`src/rtl/irq_presenter_pkg.sv`:
```
package irq_presenter_pkg;
  typedef enum logic [2:0] {
    OP_ACCEPT  = 3'd0,
    OP_POLL    = 3'd1,
    OP_SET_THR = 3'd2,
    OP_SET_IPI = 3'd3,
    OP_EOI     = 3'd4
  } pres_op_e;
endpackage

```
`src/rtl/ipr_op_unit.sv`:
```
// Applies one processor operation to the presenter state (first stage).
module ipr_op_unit #(
  parameter int SRC_W  = 24,
  parameter int PRIO_W = 8
) (
  input  logic                      op_valid,
  input  irq_presenter_pkg::pres_op_e op_code,
  input  logic [PRIO_W+SRC_W-1:0]   op_wdata,
  input  logic [PRIO_W-1:0]         thr,
  input  logic [SRC_W-1:0]          src,
  input  logic [PRIO_W-1:0]         pprio,
  input  logic [PRIO_W-1:0]         ipi,
  output logic [PRIO_W-1:0]         a_thr,
  output logic [SRC_W-1:0]          a_src,
  output logic [PRIO_W-1:0]         a_pprio,
  output logic [PRIO_W-1:0]         a_ipi,
  output logic                      chk_en,
  output logic                      a_rej,
  output logic                      a_eoi,
  output logic [SRC_W-1:0]          a_num,
  output logic                      a_resend,
  output logic                      rd_en
);
  import irq_presenter_pkg::*;

  localparam int WORD_W = PRIO_W + SRC_W;
  localparam logic [PRIO_W-1:0] PRIO_NONE = '1;

  logic [PRIO_W-1:0] w_lo;
  logic [PRIO_W-1:0] w_hi;
  logic [SRC_W-1:0]  w_src;
  logic              busy;

  assign w_lo  = op_wdata[PRIO_W-1:0];
  assign w_hi  = op_wdata[WORD_W-1 -: PRIO_W];
  assign w_src = op_wdata[SRC_W-1:0];
  assign busy  = (src != '0);

  always_comb begin
    a_thr    = thr;
    a_src    = src;
    a_pprio  = pprio;
    a_ipi    = ipi;
    chk_en   = 1'b0;
    a_rej    = 1'b0;
    a_eoi    = 1'b0;
    a_num    = '0;
    a_resend = 1'b0;
    rd_en    = 1'b0;
    if (op_valid) begin
      case (op_code)
        OP_ACCEPT: begin
          rd_en   = 1'b1;
          a_thr   = pprio;
          a_src   = '0;
          a_pprio = PRIO_NONE;
        end
        OP_POLL: begin
          rd_en = 1'b1;
        end
        OP_SET_IPI: begin
          a_ipi  = w_lo;
          chk_en = (w_lo < thr);
        end
        OP_SET_THR: begin
          a_thr = w_lo;
          if (w_lo < thr) begin
            if (busy && (w_lo <= pprio)) begin
              a_rej   = 1'b1;
              a_num   = src;
              a_src   = '0;
              a_pprio = PRIO_NONE;
            end
          end else if (!busy) begin
            a_resend = 1'b1;
            chk_en   = (ipi < w_lo);
          end
        end
        OP_EOI: begin
          a_thr = w_hi;
          a_eoi = 1'b1;
          a_num = w_src;
          if (!busy) begin
            a_resend = 1'b1;
            chk_en   = (ipi < w_hi);
          end
        end
        default: begin
        end
      endcase
    end
  end
endmodule

```
`src/rtl/ipr_ipi_check.sv`:
```
// Places the IPI into the pending slot unless a better-or-equal interrupt holds it.
module ipr_ipi_check #(
  parameter int SRC_W   = 24,
  parameter int PRIO_W  = 8,
  parameter int IPI_SRC = 2
) (
  input  logic              en,
  input  logic [SRC_W-1:0]  src_in,
  input  logic [PRIO_W-1:0] pprio_in,
  input  logic [PRIO_W-1:0] ipi,
  output logic [SRC_W-1:0]  src_out,
  output logic [PRIO_W-1:0] pprio_out,
  output logic              rej,
  output logic [SRC_W-1:0]  rej_num
);
  localparam logic [SRC_W-1:0] IPI_NUM = SRC_W'(IPI_SRC);

  logic held;
  assign held = (src_in != '0) && (pprio_in <= ipi);

  always_comb begin
    src_out   = src_in;
    pprio_out = pprio_in;
    rej       = 1'b0;
    rej_num   = '0;
    if (en && !held) begin
      if (src_in != '0) begin
        rej     = 1'b1;
        rej_num = src_in;
      end
      src_out   = IPI_NUM;
      pprio_out = ipi;
    end
  end
endmodule

```
`src/rtl/ipr_req_arbiter.sv`:
```
// Judges an incoming request against the state left by the operation stage.
module ipr_req_arbiter #(
  parameter int SRC_W  = 24,
  parameter int PRIO_W = 8
) (
  input  logic              req_valid,
  input  logic [SRC_W-1:0]  req_src,
  input  logic [PRIO_W-1:0] req_prio,
  input  logic [PRIO_W-1:0] thr,
  input  logic [SRC_W-1:0]  cur_src,
  input  logic [PRIO_W-1:0] cur_pprio,
  output logic [SRC_W-1:0]  n_src,
  output logic [PRIO_W-1:0] n_pprio,
  output logic              rej,
  output logic [SRC_W-1:0]  rej_num
);
  logic lose;
  assign lose = (req_prio >= thr) || ((cur_src != '0) && (cur_pprio <= req_prio));

  always_comb begin
    n_src   = cur_src;
    n_pprio = cur_pprio;
    rej     = 1'b0;
    rej_num = '0;
    if (req_valid) begin
      if (lose) begin
        rej     = 1'b1;
        rej_num = req_src;
      end else begin
        if (cur_src != '0) begin
          rej     = 1'b1;
          rej_num = cur_src;
        end
        n_src   = req_src;
        n_pprio = req_prio;
      end
    end
  end
endmodule

```
`src/rtl/irq_presenter.sv`:
```
module irq_presenter #(
  parameter int SRC_W   = 24,
  parameter int PRIO_W  = 8,
  parameter int IPI_SRC = 2
) (
  input  logic                    clk,
  input  logic                    rst,
  input  logic                    req_valid,
  input  logic [SRC_W-1:0]        req_src,
  input  logic [PRIO_W-1:0]       req_prio,
  input  logic                    op_valid,
  input  logic [2:0]              op_code,
  input  logic [PRIO_W+SRC_W-1:0] op_wdata,
  output logic                    rd_valid,
  output logic [PRIO_W+SRC_W-1:0] rd_pend,
  output logic [PRIO_W-1:0]       rd_ipi,
  output logic                    irq_out,
  output logic                    op_rej,
  output logic                    op_eoi,
  output logic [SRC_W-1:0]        op_num,
  output logic                    resend,
  output logic                    req_rej,
  output logic [SRC_W-1:0]        req_rej_num
);
  import irq_presenter_pkg::*;

  localparam int WORD_W = PRIO_W + SRC_W;
  localparam logic [PRIO_W-1:0] PRIO_NONE = '1;

  logic [PRIO_W-1:0] thr_q, pprio_q, ipi_q;
  logic [SRC_W-1:0]  src_q;

  logic [PRIO_W-1:0] a_thr, a_pprio, a_ipi;
  logic [SRC_W-1:0]  a_src, a_num;
  logic              chk_en, a_rej, a_eoi, a_resend, rd_en;

  logic [SRC_W-1:0]  c_src, c_num;
  logic [PRIO_W-1:0] c_pprio;
  logic              c_rej;

  logic [SRC_W-1:0]  r_src, r_num;
  logic [PRIO_W-1:0] r_pprio;
  logic              r_rej;

  pres_op_e op_e;
  assign op_e = pres_op_e'(op_code);

  ipr_op_unit #(.SRC_W(SRC_W), .PRIO_W(PRIO_W)) u_op (
    .op_valid(op_valid), .op_code(op_e), .op_wdata(op_wdata),
    .thr(thr_q), .src(src_q), .pprio(pprio_q), .ipi(ipi_q),
    .a_thr(a_thr), .a_src(a_src), .a_pprio(a_pprio), .a_ipi(a_ipi),
    .chk_en(chk_en), .a_rej(a_rej), .a_eoi(a_eoi), .a_num(a_num),
    .a_resend(a_resend), .rd_en(rd_en)
  );

  ipr_ipi_check #(.SRC_W(SRC_W), .PRIO_W(PRIO_W), .IPI_SRC(IPI_SRC)) u_ipi (
    .en(chk_en), .src_in(a_src), .pprio_in(a_pprio), .ipi(a_ipi),
    .src_out(c_src), .pprio_out(c_pprio), .rej(c_rej), .rej_num(c_num)
  );

  ipr_req_arbiter #(.SRC_W(SRC_W), .PRIO_W(PRIO_W)) u_arb (
    .req_valid(req_valid), .req_src(req_src), .req_prio(req_prio),
    .thr(a_thr), .cur_src(c_src), .cur_pprio(c_pprio),
    .n_src(r_src), .n_pprio(r_pprio), .rej(r_rej), .rej_num(r_num)
  );

  always_ff @(posedge clk) begin
    if (rst) begin
      thr_q       <= '0;
      src_q       <= '0;
      pprio_q     <= PRIO_NONE;
      ipi_q       <= PRIO_NONE;
      irq_out     <= 1'b0;
      rd_valid    <= 1'b0;
      rd_pend     <= '0;
      rd_ipi      <= '0;
      op_rej      <= 1'b0;
      op_eoi      <= 1'b0;
      op_num      <= '0;
      resend      <= 1'b0;
      req_rej     <= 1'b0;
      req_rej_num <= '0;
    end else begin
      thr_q       <= a_thr;
      src_q       <= r_src;
      pprio_q     <= r_pprio;
      ipi_q       <= a_ipi;
      irq_out     <= (r_src != '0);
      rd_valid    <= rd_en;
      if (rd_en) begin
        rd_pend <= {thr_q, src_q};
        rd_ipi  <= ipi_q;
      end
      op_rej      <= a_rej | c_rej;
      op_eoi      <= a_eoi;
      op_num      <= c_rej ? c_num : a_num;
      resend      <= a_resend;
      req_rej     <= r_rej;
      req_rej_num <= r_num;
    end
  end

  logic [WORD_W-1:0] unused_width_ref;
  assign unused_width_ref = '0;
endmodule

```
`config.mk`:
```
export PLATFORM = sky130hd
export DESIGN_NAME = irq_presenter
export DESIGN_NICKNAME = d
export VERILOG_FILES = /design/src/rtl/irq_presenter_pkg.sv /design/src/rtl/ipr_op_unit.sv /design/src/rtl/ipr_ipi_check.sv /design/src/rtl/ipr_req_arbiter.sv /design/src/rtl/irq_presenter.sv
export SDC_FILE = /design/constraint.sdc
export NUM_CORES = 1
export LEC_CHECK = 0
export BUFFER_PORTS_ARGS = -buffer_cell sky130_fd_sc_hd__buf_2
export CAP_MARGIN = 20
export CELL_PAD_IN_SITES_DETAIL_PLACEMENT = 1
export CELL_PAD_IN_SITES_GLOBAL_PLACEMENT = 1
export CORE_ASPECT_RATIO = 0.6
export CORE_MARGIN = 2
export CORE_UTILIZATION = 38
export DETAILED_ROUTE_END_ITERATION = 8
export PLACE_DENSITY = 0.85
export SYNTH_ARGS = -nofsm -noshare
export SYNTH_HDL_FRONTEND = slang
export SYNTH_HIERARCHICAL = 1
export SYNTH_SLANG_ARGS = --single-unit
export TNS_END_PERCENT = 20
```
`constraint.sdc`:
```
create_clock -name clk -period 6.4 [get_ports clk]
set_input_delay 0.64 -clock clk [delete_from_list [all_inputs] [get_ports clk]]
set_output_delay 0.64 -clock clk [all_outputs]
set_load 0.03 [all_outputs]
```
### Word-level counts from Yosys, hierarchy flattened

Cells that the tools add are included.

* order comparisons: 7
* equality and inequality tests: 4
* muxes and demuxes: 46
* bitwise operators: 3
* reduce and logical (&&, ||, !) cells: 14

Operators by type and width (count)
* 24-bit 2-to-1 mux: 14
* 24-bit case mux with 2 select lines: 2
* 24-bit nonzero test: 4
* 8-bit 2-to-1 mux: 9
* 8-bit <= comparator: 3
* 8-bit < comparator: 3
* 8-bit case mux with 3 select lines: 1
* 1-bit 2-to-1 mux: 17
* 8-bit case mux with 2 select lines: 1
* 8-bit >= comparator: 1
* 3-bit by 2-bit equality test with 1-bit output (second input constant): 2
* 2-bit OR reduction: 3
* 1-bit logical AND: 4
* 3-bit by 1-bit equality test with 1-bit output (second input constant): 1
* 3-bit equality test (second input constant): 1
* 3-bit zero test: 1
* 1-bit case mux with 3 select lines: 1
* 1-bit NOT: 2
* 1-bit case mux with 2 select lines: 1
* 1-bit zero test: 1
* 1-bit logical OR: 1
* 1-bit OR: 1

* register bits after elaboration: 142
* bits of input ports: 71
* output and inout bits: 94
* logic and storage cells: 88

### Logic depth before layout (Yosys ltp)

Gate-level depths: netlist of run 1.

* depth in word-level cells: 17
* mapped depth: 27
* depth with buffers taken out: 25

### Hierarchy

Netlist of run 1, hierarchy kept.

By module, submodules not included
* irq_presenter: times used 1, cells an instance 379, area each 4439.3 um^2, seq. area each 2842.7 um^2
* ipr_op_unit: times used 1, cells an instance 305, area each 1851.8 um^2, seq. area each 0.0 um^2
* ipr_req_arbiter: times used 1, cells an instance 184, area each 1505.2 um^2, seq. area each 0.0 um^2
* ipr_ipi_check: times used 1, cells an instance 101, area each 733.2 um^2, seq. area each 0.0 um^2

### Least setup slack after synthesis of run 1

No wires, ideal clock.

* kind: in2reg
* start point: input op_wdata[2]
* end point: register irq_out
* data arrival time: 5932 ps
* data required time: 6271 ps
* setup slack: 339 ps
* stages on the path: 25
* path buffers: 4
* cell sequence: ha_1 > a211o_1 > a31oi_1 > o31ai_2 > o41ai_4 > buf_6 > a21o_1 > ha_1 > nor2b_1 > o211ai_1 > a21oi_1 > a311oi_2 > buf_6 > mux2_4 > ha_1 > nand4_1 > o21a_1 > a211oi_4 > and3b_1 > buf_6 > buf_12 > mux2_4 > nor4_1 > and4_1 > a31oi_1

* cells in the longest elaborated chain, start to end: 17
* elaborated cells on any way between the ends: 35
* those cells by class: order compare (6); mux (20); reduce/logical (9)

Ends and longest elaborated chain
* start: declaration: line irq_presenter.sv:13 `input logic [PRIO_W+SRC_W-1:0] op_wdata,`
* 8-bit <= comparator: line ipr_op_unit.sv:68 `if (busy && (w_lo <= pprio)) begin`
* 1-bit logical AND: line ipr_op_unit.sv:68
* 8-bit 2-to-1 mux: line ipr_op_unit.sv:68
* 8-bit 2-to-1 mux *: line ipr_op_unit.sv:67 `if (w_lo < thr) begin`
* 8-bit case mux with 2 select lines *: line ipr_op_unit.sv:51 `case (op_code)`
* 8-bit 2-to-1 mux *: line ipr_op_unit.sv:50 `if (op_valid) begin`
* named net a_pprio[1]: line irq_presenter.sv:33 `logic [PRIO_W-1:0] a_thr, a_pprio, a_ipi;`
* 8-bit <= comparator *: line ipr_ipi_check.sv:19 `assign held = (src_in != '0) && (pprio_in <= ipi);`
* (+4 left out)
* named net c_pprio[5]: line irq_presenter.sv:38 `logic [PRIO_W-1:0] c_pprio;`
* 8-bit <= comparator *: line ipr_req_arbiter.sv:18 `assign lose = (req_prio >= thr) || ((cur_src != '0) && (cur_pprio <= req_prio));`
* 1-bit logical AND *: line ipr_req_arbiter.sv:18
* 1-bit logical OR *: line ipr_req_arbiter.sv:18
* 24-bit 2-to-1 mux *: line ipr_req_arbiter.sv:26 `if (lose) begin`
* 24-bit 2-to-1 mux *: line ipr_req_arbiter.sv:25 `if (req_valid) begin`
* named net r_src[19]: line irq_presenter.sv:41 `logic [SRC_W-1:0] r_src, r_num;`
* 24-bit nonzero test *: line irq_presenter.sv:88 `irq_out <= (r_src != '0);`
* end signal: assignment: line irq_presenter.sv:88
* end: declaration: line irq_presenter.sv:17 `output logic irq_out,`

The timed path passes the listed nets; every way through them passes the cells marked *.
A chain may end at the register's enable or synchronous reset.

### Worst setup path after layout of run 1

* start point: register pprio_q[2]
* end point: register irq_out

* cells in the longest elaborated chain, start to end: 17
* elaborated cells on any way between the ends: 27
* those cells by class: order compare (4); mux (14); reduce/logical (9)

Ends and longest elaborated chain
* start: declaration: line irq_presenter.sv:30 `logic [PRIO_W-1:0] thr_q, pprio_q, ipi_q;`
* start signal: assignment: line irq_presenter.sv:86 `pprio_q <= r_pprio;`
* 8-bit <= comparator: line ipr_op_unit.sv:68
* 1-bit logical AND: line ipr_op_unit.sv:68
* 24-bit 2-to-1 mux: line ipr_op_unit.sv:68
* 24-bit 2-to-1 mux: line ipr_op_unit.sv:67
* 24-bit case mux with 2 select lines: line ipr_op_unit.sv:51
* 24-bit 2-to-1 mux: line ipr_op_unit.sv:50
* named net a_src[16]: line irq_presenter.sv:34 `logic [SRC_W-1:0] a_src, a_num;`
* 24-bit nonzero test: line ipr_ipi_check.sv:19
* (+4 left out)
* named net c_src[4]: line irq_presenter.sv:37 `logic [SRC_W-1:0] c_src, c_num;`
* 24-bit nonzero test: line ipr_req_arbiter.sv:18
* 1-bit logical AND: line ipr_req_arbiter.sv:18
* 1-bit logical OR: line ipr_req_arbiter.sv:18
* 24-bit 2-to-1 mux: line ipr_req_arbiter.sv:26
* 24-bit 2-to-1 mux: line ipr_req_arbiter.sv:25
* named net r_src[11]: line irq_presenter.sv:41
* 24-bit nonzero test: line irq_presenter.sv:88

The timed path passes the listed nets, and every way through them passes these cells.

==> results of run 1 <==
cell usage in the layout, fill, tap and decap left out, types with 3 or more instances in the layout:
cell type,Yosys,routed
sky130_fd_sc_hd__nand4_1,10,10
sky130_fd_sc_hd__nor2_1,83,82
sky130_fd_sc_hd__buf_2,19,163
sky130_fd_sc_hd__mux2i_1,97,97
sky130_fd_sc_hd__inv_1,80,80
sky130_fd_sc_hd__buf_12,3,3
sky130_fd_sc_hd__clkbuf_8,0,4
sky130_fd_sc_hd__bufinv_16,0,5
sky130_fd_sc_hd__o211ai_1,4,4
sky130_fd_sc_hd__a21o_1,8,8
sky130_fd_sc_hd__ha_4,0,6
sky130_fd_sc_hd__ha_1,53,47
sky130_fd_sc_hd__and2_1,47,47
sky130_fd_sc_hd__buf_4,1,103
sky130_fd_sc_hd__mux2_4,35,36
sky130_fd_sc_hd__dfxtp_2,0,4
sky130_fd_sc_hd__nor2b_1,66,65
sky130_fd_sc_hd__nand2_1,97,97
sky130_fd_sc_hd__nor4_1,24,20
sky130_fd_sc_hd__a21oi_1,49,46
sky130_fd_sc_hd__dfxtp_1,142,138
sky130_fd_sc_hd__clkbuf_16,0,18
sky130_fd_sc_hd__o21a_1,4,3
sky130_fd_sc_hd__o31ai_1,24,24
sky130_fd_sc_hd__nand2b_1,4,4
sky130_fd_sc_hd__o21ai_0,23,23
sky130_fd_sc_hd__a21oi_2,1,4
sky130_fd_sc_hd__or2_1,15,15
worst max-delay path: stages (launching register included):
cell and delay (ns):
sky130_fd_sc_hd__dfxtp_1 0.38, sky130_fd_sc_hd__inv_1 0.09, sky130_fd_sc_hd__ha_4 0.28, sky130_fd_sc_hd__nand4_1 0.22, sky130_fd_sc_hd__nor2_4 0.24, sky130_fd_sc_hd__a21oi_2 0.08
sky130_fd_sc_hd__o41ai_4 0.41, sky130_fd_sc_hd__buf_6 0.18, sky130_fd_sc_hd__buf_4 0.19, sky130_fd_sc_hd__a21oi_1 0.12, sky130_fd_sc_hd__nor4_2 0.31, sky130_fd_sc_hd__buf_4 0.16
sky130_fd_sc_hd__nand4_1 0.13, sky130_fd_sc_hd__nor3_2 0.20, sky130_fd_sc_hd__buf_4 0.17, sky130_fd_sc_hd__a311oi_4 0.07, sky130_fd_sc_hd__buf_4 0.28, sky130_fd_sc_hd__and2_1 0.18
sky130_fd_sc_hd__nor4_1 0.37, sky130_fd_sc_hd__nand2_1 0.26, sky130_fd_sc_hd__nor2_4 0.21, sky130_fd_sc_hd__a211oi_4 0.06, sky130_fd_sc_hd__and3b_2 0.34, sky130_fd_sc_hd__buf_12 0.15
sky130_fd_sc_hd__buf_12 0.14, sky130_fd_sc_hd__mux2_4 0.34, sky130_fd_sc_hd__nor4_4 0.41, sky130_fd_sc_hd__a31oi_1 0.14
through the flow:
step | setup WS [ns] | cells
finish | 0.0977 | 1502
global route | -0.0698 | 1502
CTS | 0.0390 | 1486
detailed placement | -0.906 | 1450
global placement | -0.660 | 1450
floorplan | 0.339 | 969
timing repair:
action / CTS / global route
cloned: 1 / 3
buffers inserted: 4 / 11
endpoints found under the setup margin: 2 / 1
resized for setup: 11 / 25
pin swaps: 3 / 15
power by group through the flow:
stage | combinational, mW | sequential (mW) | clock, mW
2_1_floorplan | 0.410 | 0.997 | 0
3_3_place_gp | 0.658 | 0.973 | 0
3_5_place_dp | 0.680 | 0.974 | 0
4_1_cts | 0.713 | 0.956 | 1.15
5_1_grt | 0.817 | 0.960 | 1.19
6_report | 0.772 | 0.958 | 1.13
registers in the layout, summed over array words and instances (netlist names):
signal and flops:
op_rej 1, req_rej 1, src_q 24, resend 1
ipi_q 8, op_eoi 1, pprio_q 8, rd_pend 32
req_rej_num 24, rd_valid 1, thr_q 8, rd_ipi 8
op_num 24, irq_out 1
area by class of cell:
| type | instances | area, µm² |
|---|---|---|
| Fill cell | 2611 | 10900 |
| Multi-Input combinational cell | 689 | 5210 |
| Sequential cell | 142 | 2850 |
| Timing Repair Buffer | 274 | 1740 |
| Clock buffer | 21 | 480 |
| Tap cell | 286 | 358 |
| Inverter | 80 | 300 |
| Clock inverter | 10 | 184 |
path summary, 6_finish.rpt:
kind	cells after the start	to	from
worst min-delay path	2	rd_pend[12]	rd_pend[12]
worst min register to register	2	rd_pend[12]	rd_pend[12]
worst max register to register	27	irq_out	pprio_q[2]
worst max-delay path	27	irq_out	pprio_q[2]
cell families after synthesis:
kind of cell	synth area share, %
AND/OR/NAND/NOR	22.0
flip-flops	33.3
buffers and inverters	8.54
multiplexers	18.1
AO/OA/AOI/OAI	10.3
adder cells (fa/ha/maj)	7.77
routing by layer:
metal  share of wire [%]  global-route usage, %  up-vias
met3                 7.4                   7.56       45
met1                  49                   38.7     3912
met5                   0                      0        -
li1                    -                      -     3739
met4                 1.7                   5.83        0
met2                  42                   38.2      283
==> metrics.md, run 1 <==
| Metric | Value |
|---|---|
| Endpoints failing setup | 0 |
| Area of the core region | 22000 µm² |
| Final worst path period need | 6.30 ns |
| Internal power summed over all cells | 1.98 mW |
| Number of input and output port buffers inserted | 164 |
| Synth area leader | sky130_fd_sc_hd__dfxtp_1 |
| Most used flip-flop cell after synthesis | sky130_fd_sc_hd__dfxtp_1 |
| Iteration count of the initial detailed-routing pass | 5 |
| Run status | completed |
| Clock group share of total power | 39.5% |
| Antenna fix cells | 0 |
| Hold-fix buffers, CTS | 0 |
| Data required time at the worst endpoint | about 6.7 ns |
| Antenna-violating nets left | 0 |
| # DRC | 0 |
| Post-Synthesis Cells | around 970 |
| Share of synthesized flip-flops with an asynchronous set or reset | 0% |
| Number of antenna violations at the first check in global routing | 0 |
| Clock tree from TritonCTS | built |
| Final HPWL DP | 23300 µm |
| Pin count of the biggest net entering global routing | 86 |
| Nets | 1328 |
| Sw Share | a little under a third |
| Register clock-pin slew on the reported worst setup and hold paths | 0.06 ns |
| Ratio of routed vias to standard cells | 5.31 |
| Cell area power density | 257 nW/µm² |
| Share of final-layout standard cells stronger than drive strength 1 | 31.6% |
| Number of global-route vias before repair | a little over 8000 |
| Unique cell type count in the Yosys netlist | 56 |
| RePlAce Congestion | 0.935 |
| Total via count after detailed routing | 7979 |
| Overall power after layout | 2.86 mW |
| Share of the yosys chip area belonging to registers | 33.3% |
| Total die area | between 20000 and 25000 µm² |
| Number of placement rows | 42 |
| Clock skew | 0.00983 ns |
| Number of buffers inserted during clock tree synthesis | 17 |
| Root buf cell | sky130_fd_sc_hd__clkbuf_16 |
| Mean Syn Cell Area | 8.80 µm² |
| Arrival time of the worst setup path | 6.58 ns |
| Total gr overflow | 0 |
| Leakage | 5.13 nW |
| Most frequent cell after synthesis | sky130_fd_sc_hd__dfxtp_1 |
| Relative slew slack | 19.1% |
| H-tree Lvls | 4 |
| Part of the power in registers | 33.5% |
| Fin util | ~50% |
| Clock Sink Count | 142 |
| Fraction of power consumed by combinational cells | 27.0% |
| Total wirelength of the detailed-routed design | 32300 µm |
| Final clock period utilization by the worst path | 98.5% |
| Post-synth top area share | between 30 and 40% |
| Yosys synthesis warning count | 6 |
| Register bit count reported by yosys | 142 |
| Chip width | a little under 200 µm |
| Commonest cells in the netlist | 142 x sky130_fd_sc_hd__dfxtp_1, 97 x sky130_fd_sc_hd__mux2i_1, 97 x sky130_fd_sc_hd__nand2_1 |
| Number of failing hold endpoints at the final stage | 0 |
| Critical path fanouts, max | 11 |
| Placement-stage cell area | around 10000 µm² |
| Number of flops mapped to enable cells by yosys | 0 |
| Number of pins exceeding their max-slew limit in the final report | 0 |
| Final instance area | about 11000 µm² |
| Starting utilization of the core area | between 30% and 40% |
| Drt first-iter violations | 716 |
| WHS | 0.491 ns |
| Reported net switching power | a little under 900 µW |
| Synthesized Nets | about 1100 |
| Type of element launching the critical path | register |
| Number of ports placed on the die boundary | 165 |
| Die outline height | 120 µm |
| Largest vdd supply drop | 0.197 mV |
| Combined global-route utilization of all metal layers | 26.4% |
| Max-capacitance violation count | 0 |
| Kind of critical path | reg -> reg |
| Register-to-register setup slack | 0.1 ns |
| Leading post-synthesis cells by cell area | sky130_fd_sc_hd__dfxtp_1 33%, sky130_fd_sc_hd__mux2i_1 11%, sky130_fd_sc_hd__ha_1 7.8%, sky130_fd_sc_hd__mux2_4 6.2%, sky130_fd_sc_hd__nor2b_1 4.8% |
| Hold crit path type | reg -> reg |
| Area of the mapped netlist | 8530 µm² |
| Maximum count of clock buffers along a single path | 2 |
| First-pass GRT wire length | 47200 µm |
| Later-pin clock latency in the skew report | 0.43 ns |
| Category of the worst setup path capture point | register |
| Post-synthesis to final-layout area growth | 30.3% |
| Detailed-route wire length per cell | 21.5 µm |
| Setup Total Neg Slack | 0 ns |
| Max Clk Rate | 0.159 GHz |
| Pin slew with the least headroom to its limit | 1.20 ns |
Note: power is estimated with default switching activity, not from simulation.
==> inputs of run 2 (changes only) <==
--- a/config.mk
+++ b/config.mk
@@ -13,7 +13,7 @@
 export CORE_MARGIN = 2
 export CORE_UTILIZATION = 38
 export DETAILED_ROUTE_END_ITERATION = 8
-export PLACE_DENSITY = 0.85
+export PLACE_DENSITY_LB_ADDON = 0.1
 export SYNTH_ARGS = -nofsm -noshare
 export SYNTH_HDL_FRONTEND = slang
 export SYNTH_HIERARCHICAL = 1
==> run 2 against run 1 <==
Sequential power hardly changed. Combinational power is 3.8% lower. Routed wire length is 6.9% lower. Clock power is 15% lower. Die area stayed put. Cell count is 0.20% higher.
==> metrics.md, run 2 (same netlist as run 1, synthesis figures left out) <==
| Metric | Value |
|---|---|
| Largest stage delay, worst path | 0.44 ns (+0.03 ns) |
| RePlAce Congestion | 0.874 (-6.5%) |
| Number of buffers inserted during clock tree synthesis | 17 (unchanged) |
| Arrival time of the worst setup path | 6.45 ns (-0.13 ns) |
| Pin count of the biggest net entering global routing | 81 (-5.8%) |
| Category of the worst setup path capture point | register |
| Total gr overflow | 0 (unchanged) |
| Number of placement rows | 42 (unchanged) |
| Most common cell after layout, fill and taps aside | sky130_fd_sc_hd__buf_2 |
| Final worst-path setup slack | 0.209 ns (+0.111 ns) |
| Type of element launching the critical path | register |
| Iteration count of the initial detailed-routing pass | 5 (unchanged) |
| Met2 Usage GRT | 34.4% (-3.8 points) |
| Clock tree from TritonCTS | built |
| Hold-fix buffers, CTS | 0 (unchanged) |
| First-pass GRT wire length | 45200 µm (-4.2%) |
| Root buf cell | sky130_fd_sc_hd__clkbuf_16 |
| Largest reg by FF count | rd_pend |
| Dominant delay contributor by cell family on the critical path | simple AND/OR/NAND/NOR gates |
| Met1 routing resource usage after global routing | 41.2% (+2.5 points) |
| Later-pin clock latency in the skew report | 0.43 ns (about the same) |
| Met3 usage in global routing | 4.95% (-2.6 points) |
| Kind of critical path | reg -> reg |
| Critical path fanouts, max | 24 (+13) |
| Antenna fix cells | 0 (unchanged) |
| Clock Sink Count | 142 (unchanged) |
| Number of global-route vias before repair | 7697 (-5.9%) |
| Ratio of routed vias to standard cells | 5.09 (-4.2%) |
| Register clock-pin slew on the reported worst setup and hold paths | 0.06 ns (about the same) |
| Cell depth of the worst hold path | 2 (unchanged) |
| Run status | completed |
| Area taken by multi-input logic gates | 5090 µm² (-2.4%) |
| Chip width | 197 µm (unchanged) |
| Critical hold path startpoint | rd_pend[26] |
| Number of failing hold endpoints at the final stage | 0 (unchanged) |
| H-tree Lvls | 4 (unchanged) |
| Die outline height | 120 µm (unchanged) |
| Final worst path period need | 6.19 ns (-0.111 ns) |
| Share of final-layout standard cells stronger than drive strength 1 | 31.4% (-0.16 points) |
| Max Clk Rate | 0.162 GHz (+1.8%) |
| Count of cells along the worst register-to-register path | 28 (+3.7%) |
| Total via count after detailed routing | 7660 (-4.0%) |
| Post-placement worst setup slack | -0.750 ns (+0.156 ns) |
| Hold crit path type | reg -> reg |
| Post-synthesis to final-layout area growth | 27.7% |
| Register-to-register setup slack | 0.21 ns (+0.11 ns) |
| Final HPWL DP | 23100 µm (-1.1%) |
| Data required time at the worst endpoint | 6.66 ns (-0.02 ns) |
| Number of input and output port buffers inserted | 164 (unchanged) |
| Final clock period utilization by the worst path | 96.7% (-1.7 points) |
| Most heavily used metal layer in global routing | met1 |
| Area of the core region | 22000 µm² (unchanged) |
| Number of antenna violations at the first check in global routing | 0 (unchanged) |
| Fill cell instance count of the final layout | 2634 (+0.88%) |
| WHS | 0.488 ns (-0.00280 ns) |
| Relative slew slack | 25.4% (+6.3 points) |
| Max-capacitance violation count | 0 (unchanged) |
| Clock skew | 0.0171 ns (+0.00726 ns) |
| Detailed-route wire length per cell | 20.0 µm (-7.1%) |
| Combined global-route utilization of all metal layers | 25.6% (-0.85 points) |
| Maximum count of clock buffers along a single path | 2 (unchanged) |
| End of the worst register-to-register path | irq_out |
| Cell area power density | 244 nW/µm² (-5.2%) |
| Fin util | 49.4% (-1.0 points) |
| Drt first-iter violations | 505 (-29%) |
| Slowest-stage cell, CP | sky130_fd_sc_hd__o41ai_4 |
| Number of ports placed on the die boundary | 165 (unchanged) |
| Total die area | 23700 µm² (unchanged) |
| Most used cells in the layout excluding fill and tap cells | 163 x sky130_fd_sc_hd__buf_2, 137 x sky130_fd_sc_hd__dfxtp_1, 107 x sky130_fd_sc_hd__buf_4 |
| Starting utilization of the core area | 38.7% (unchanged) |
| Leakage | 5.05 nW (-1.5%) |
| Largest vdd supply drop | 0.195 mV (-0.89%) |
| Total wirelength of the detailed-routed design | 30100 µm (-6.9%) |
| Worst-case hold path end point | rd_pend[26] |
| RR Startpoint | pprio_q[5] |
| Most prevalent standard cell on the critical path | sky130_fd_sc_hd__buf_4 |
| Nets | 1331 (+0.23%) |
| Setup Total Neg Slack | 0 ns (unchanged) |
| # DRC | 0 (unchanged) |
| Number of pins exceeding their max-slew limit in the final report | 0 (unchanged) |
| Reg area | 2850 µm² (about the same) |
| Critical path buffer and inverter count | 9 (+1) |
| Endpoints failing setup | 0 (unchanged) |
| Antenna-violating nets left | 0 (unchanged) |
| Max reg flops | 32 (unchanged) |
| Pin slew with the least headroom to its limit | 1.12 ns (-0.0818 ns) |
[run 2: area by class of cell]
cell class	count	area share, %
clock buffer	18	4.03
clock inverter	13	1.09
inverter	80	2.76
multi-input combinational	688	46.7
sequential	142	26.2
tap	286	3.29
timing repair buffer	278	15.9
[run 2: per-stage QoR]
step,std cells,power (mW),instance area (µm²)
floorplan,969,1.41,8530
global placement,1461,1.65,10100
detailed placement,1461,1.66,10100
CTS,1494,2.63,10700
global route,1505,2.77,10900
finish,1505,2.66,10900
[run 2: where the power goes]
group          internal (mW)  total [mW]  switching (mW)  leakage, nW
Sequential             0.923       0.956          0.0331         1.15
Clock                  0.543       0.956           0.413        0.252
Combinational          0.326       0.743           0.417         3.64
Total                   1.79        2.66           0.863         5.05
[run 2: what timing repair did]
item,in CTS,in global routing
gates cloned,0,1
pin swaps,1,13
endpoints found under the hold margin,0,0
endpoints found under the setup margin,1,3
resized for setup,6,22
buffers inserted,2,9
[run 2: per-layer routing]
| layer | share of wire (%) | vias up | wire [µm] |
|---|---|---|---|
| met5 | 0 | - | 0 |
| met4 | 0.50 | 0 | 150 |
| met2 | 39 | 186 | 11600 |
| met1 | 56 | 3709 | 16900 |
| li1 | - | 3749 | - |
| met3 | 4.6 | 16 | 1380 |
[run 2: tightest hold or removal path, stage by stage, from the launching register on]
cell and delay (ns):
sky130_fd_sc_hd__dfxtp_1 0.32, sky130_fd_sc_hd__mux2i_1 0.06, sky130_fd_sc_hd__nor2_1 0.07
[run 2: how the worst max path moves through the flow]
| stage | start | end | slack (ns) | cells past startpoint |
|---|---|---|---|---|
| finish | pprio_q[5] | irq_out | 0.21 | 28 |
| detailed placement | op_wdata[2] | irq_out | -0.75 | 25 |
| CTS | thr_q[1] | irq_out | 0.01 | 27 |
| global placement | op_wdata[2] | irq_out | -0.63 | 25 |
| global route | pprio_q[5] | irq_out | -0.02 | 28 |
| floorplan | op_wdata[2] | irq_out | 0.34 | 25 |
==> inputs of run 3 (changes only) <==
--- a/config.mk
+++ b/config.mk
@@ -9,7 +9,6 @@
 export CAP_MARGIN = 20
 export CELL_PAD_IN_SITES_DETAIL_PLACEMENT = 1
 export CELL_PAD_IN_SITES_GLOBAL_PLACEMENT = 1
-export CORE_ASPECT_RATIO = 0.6
 export CORE_MARGIN = 2
 export CORE_UTILIZATION = 38
 export DETAILED_ROUTE_END_ITERATION = 8
==> run 3 against run 2 <==
Global-route usage decreased by 1.5 points. Register-to-register slack improved by 0.02 ns. Routed wire length decreased by 5.2%. Cell count decreased by 0.73%. Via count decreased by 0.93%. Critical path depth decreased by 6. Non-clock buffer count decreased by 8. Utilization increased by 0.28 points. Clock power increased by 7%.
==> metrics.md, run 3 (same netlist as run 1, synthesis figures left out) <==
| Metric | Value |
|---|---|
| Finished Layout Cells | 1494 (-0.73%) |
| Category of the worst setup path capture point | register |
| Hold crit path type | reg -> reg |
| Max reg flops | 32 (unchanged) |
| Number of buffers inserted during clock tree synthesis | 17 (unchanged) |
| Combined global-route utilization of all metal layers | 24.1% (-1.5 points) |
| Setup Total Neg Slack | 0 ns (unchanged) |
| Critical path fanouts, max | 5 (-79%) |
| Final worst-path setup slack | 0.226 ns (+0.0172 ns) |
| Total die area | 23700 µm² (-0.16%) |
| Register-to-register setup slack | 0.23 ns (+0.02 ns) |
| Chip width | 154 µm (-22%) |
| Iteration count of the initial detailed-routing pass | 5 (unchanged) |
| Clock group share of total power | 37.6% (+1.6 points) |
| Largest reg by FF count | rd_pend |
| Clock skew | 0.00805 ns (-0.00904 ns) |
| First-pass GRT wire length | 44200 µm (-2.0%) |
| Drt first-iter violations | 317 (-37%) |
| Placed cell count | 1456 (-0.34%) |
| Sw Share | 32.1% (-0.37 points) |
| Count of cells along the worst register-to-register path | 22 (-21%) |
| Final clock period utilization by the worst path | 96.5% (-0.27 points) |
| Share of final-layout standard cells stronger than drive strength 1 | 30.8% (-0.59 points) |
| Largest vdd supply drop | 0.159 mV (-19%) |
| RR Startpoint | src_q[13] |
| Overall power after layout | 2.71 mW (+2.2%) |
| Area of the core region | 22000 µm² (-0.27%) |
| Number of antenna violations at the first check in global routing | 0 (unchanged) |
| Pin count of the biggest net entering global routing | 105 (+30%) |
| Detailed-route wire length per cell | 19.1 µm (-4.5%) |
| Unrepaired setup endpoints after global routing | false |
| Number of ports placed on the die boundary | 165 (unchanged) |
| Number of input and output port buffers inserted | 164 (unchanged) |
| Cell area power density | 249 nW/µm² (+1.9%) |
| Maximum count of clock buffers along a single path | 2 (unchanged) |
| Clock Sink Count | 142 (unchanged) |
| Post-placement worst setup slack | -0.421 ns (+0.329 ns) |
| Ratio of routed vias to standard cells | 5.08 (-0.20%) |
| Number of failing hold endpoints at the final stage | 0 (unchanged) |
| Later-pin clock latency in the skew report | 0.43 ns (about the same) |
| Critical hold path startpoint | rd_ipi[2] |
| Most common cell after layout, fill and taps aside | sky130_fd_sc_hd__buf_2 |
| Leakage | 5.07 nW (+0.50%) |
| Total wirelength of the detailed-routed design | 28500 µm (-5.2%) |
| Die outline height | 154 µm (+28%) |
| Reported net switching power | 873 µW (+1.1%) |
| Internal power summed over all cells | 1.84 mW (+2.8%) |
| Relative slew slack | 27.4% (+2.0 points) |
| Post-synthesis to final-layout area growth | 28.0% |
| # DRC | 0 (unchanged) |
| Pin slew with the least headroom to its limit | 1.09 ns (-0.0301 ns) |
| Run status | completed |
| Final worst path period need | 6.17 ns (-0.0172 ns) |
| H-tree Lvls | 4 (unchanged) |
| Max-capacitance violation count | 0 (unchanged) |
| Cell depth of the worst hold path | 2 (unchanged) |
| Number of pins exceeding their max-slew limit in the final report | 0 (unchanged) |
| WHS | 0.489 ns (+0.000800 ns) |
| Kind of critical path | reg -> reg |
| Final HPWL DP | 21400 µm (-7.1%) |
| Type of element launching the critical path | register |
| Total via count after detailed routing | 7589 (-0.93%) |
| Nets | 1324 (-0.53%) |
| Number of global-route vias before repair | 7781 (+1.1%) |
| Root buf cell | sky130_fd_sc_hd__clkbuf_16 |
| Fraction of power consumed by combinational cells | 27.2% (-0.8 points) |
| End of the worst register-to-register path | irq_out |
| Most used cells in the layout excluding fill and tap cells | 163 x sky130_fd_sc_hd__buf_2, 140 x sky130_fd_sc_hd__dfxtp_1, 100 x sky130_fd_sc_hd__buf_4 |
| Total gr overflow | 0 (unchanged) |
| Number of placement rows | 54 (+29%) |
| Starting utilization of the core area | 38.8% (+0.11 points) |
| Worst-case hold path end point | rd_ipi[2] |
| Data required time at the worst endpoint | 6.67 ns (about the same) |
| RePlAce Congestion | 0.864 (-1.2%) |
| Register clock-pin slew on the reported worst setup and hold paths | 0.07 ns (about the same) |
| Max Clk Rate | 0.162 GHz (+0.28%) |
| Clock tree from TritonCTS | built |
| Arrival time of the worst setup path | 6.44 ns (about the same) |
| Antenna-violating nets left | 0 (unchanged) |
| Part of the power in registers | 35.2% (-0.8 points) |
| Endpoints failing setup | 0 (unchanged) |
-- run 3: layout make-up --
class	instances	area, µm²
Sequential cell	142	2850
Clock buffer	18	439
Tap cell	280	350
Inverter	80	300
Multi-Input combinational cell	689	5110
Antenna cell	1	2.50
Timing Repair Buffer	270	1710
Fill cell	2597	11000
Clock inverter	14	158
-- run 3: what timing repair did --
item / CTS / global route
buffers inserted: 0 / 1
pin swaps: 1 / 9
hold buffers: 0 / 0
resized for setup: 0 / 20
cloned: 1 / 1
setup endpoints to repair: 1 / 1
-- run 3: critical path, cell delays in order, from the launching register on --
cell and delay (ns):
sky130_fd_sc_hd__dfxtp_1 0.38, sky130_fd_sc_hd__nor4_1 0.50, sky130_fd_sc_hd__nand4_1 0.22, sky130_fd_sc_hd__nor2_1 0.36, sky130_fd_sc_hd__o41ai_4 0.14, sky130_fd_sc_hd__buf_4 0.17, sky130_fd_sc_hd__buf_4 0.13, sky130_fd_sc_hd__a21o_1 0.20
sky130_fd_sc_hd__ha_1 0.35, sky130_fd_sc_hd__nand4_2 0.14, sky130_fd_sc_hd__o211a_1 0.29, sky130_fd_sc_hd__a311oi_4 0.51, sky130_fd_sc_hd__mux2_4 0.36, sky130_fd_sc_hd__ha_1 0.30, sky130_fd_sc_hd__nand4_1 0.11, sky130_fd_sc_hd__o21a_1 0.23
sky130_fd_sc_hd__a211oi_4 0.22, sky130_fd_sc_hd__and3b_2 0.30, sky130_fd_sc_hd__buf_4 0.17, sky130_fd_sc_hd__mux2_4 0.31, sky130_fd_sc_hd__nor4_4 0.33, sky130_fd_sc_hd__and4_1 0.24, sky130_fd_sc_hd__a31oi_1 0.07
-- run 3: power groups by stage --
| stage | sequential (mW) | combinational, mW | clock, mW |
|---|---|---|---|
| global route | 0.959 | 0.797 | 1.08 |
| detailed placement | 0.975 | 0.692 | 0 |
| global placement | 0.975 | 0.684 | 0 |
| floorplan | 0.997 | 0.410 | 0 |
| CTS | 0.955 | 0.702 | 1.04 |
| finish | 0.955 | 0.738 | 1.02 |
-- run 3: how the worst max path moves through the flow --
stage | to | depth (start not counted) | start | slack [ns]
floorplan | irq_out | 25 | op_wdata[2] | 0.34
global placement | irq_out | 25 | op_wdata[2] | -0.23
detailed placement | irq_out | 25 | op_wdata[5] | -0.42
CTS | irq_out | 26 | thr_q[5] | 0.04
global route | irq_out | 25 | pprio_q[7] | 0.02
finish | irq_out | 22 | src_q[13] | 0.23
-- run 3: routing by layer --
layer  routed length [µm]  GRT usage [%]
met5                    0              0
met3                 1290           3.35
met2                12400           36.9
met1                14500           35.5
met4                  369           5.96
-- run 3: stage by stage --
stage / utilization, % / cell area [µm²]
3_5_place_dp: 46.1 / 10100
2_1_floorplan: - / 8530
6_report: 49.7 / 10900
5_1_grt: 49.7 / 10900
4_1_cts: 48.9 / 10700
3_3_place_gp: 46.1 / 10100
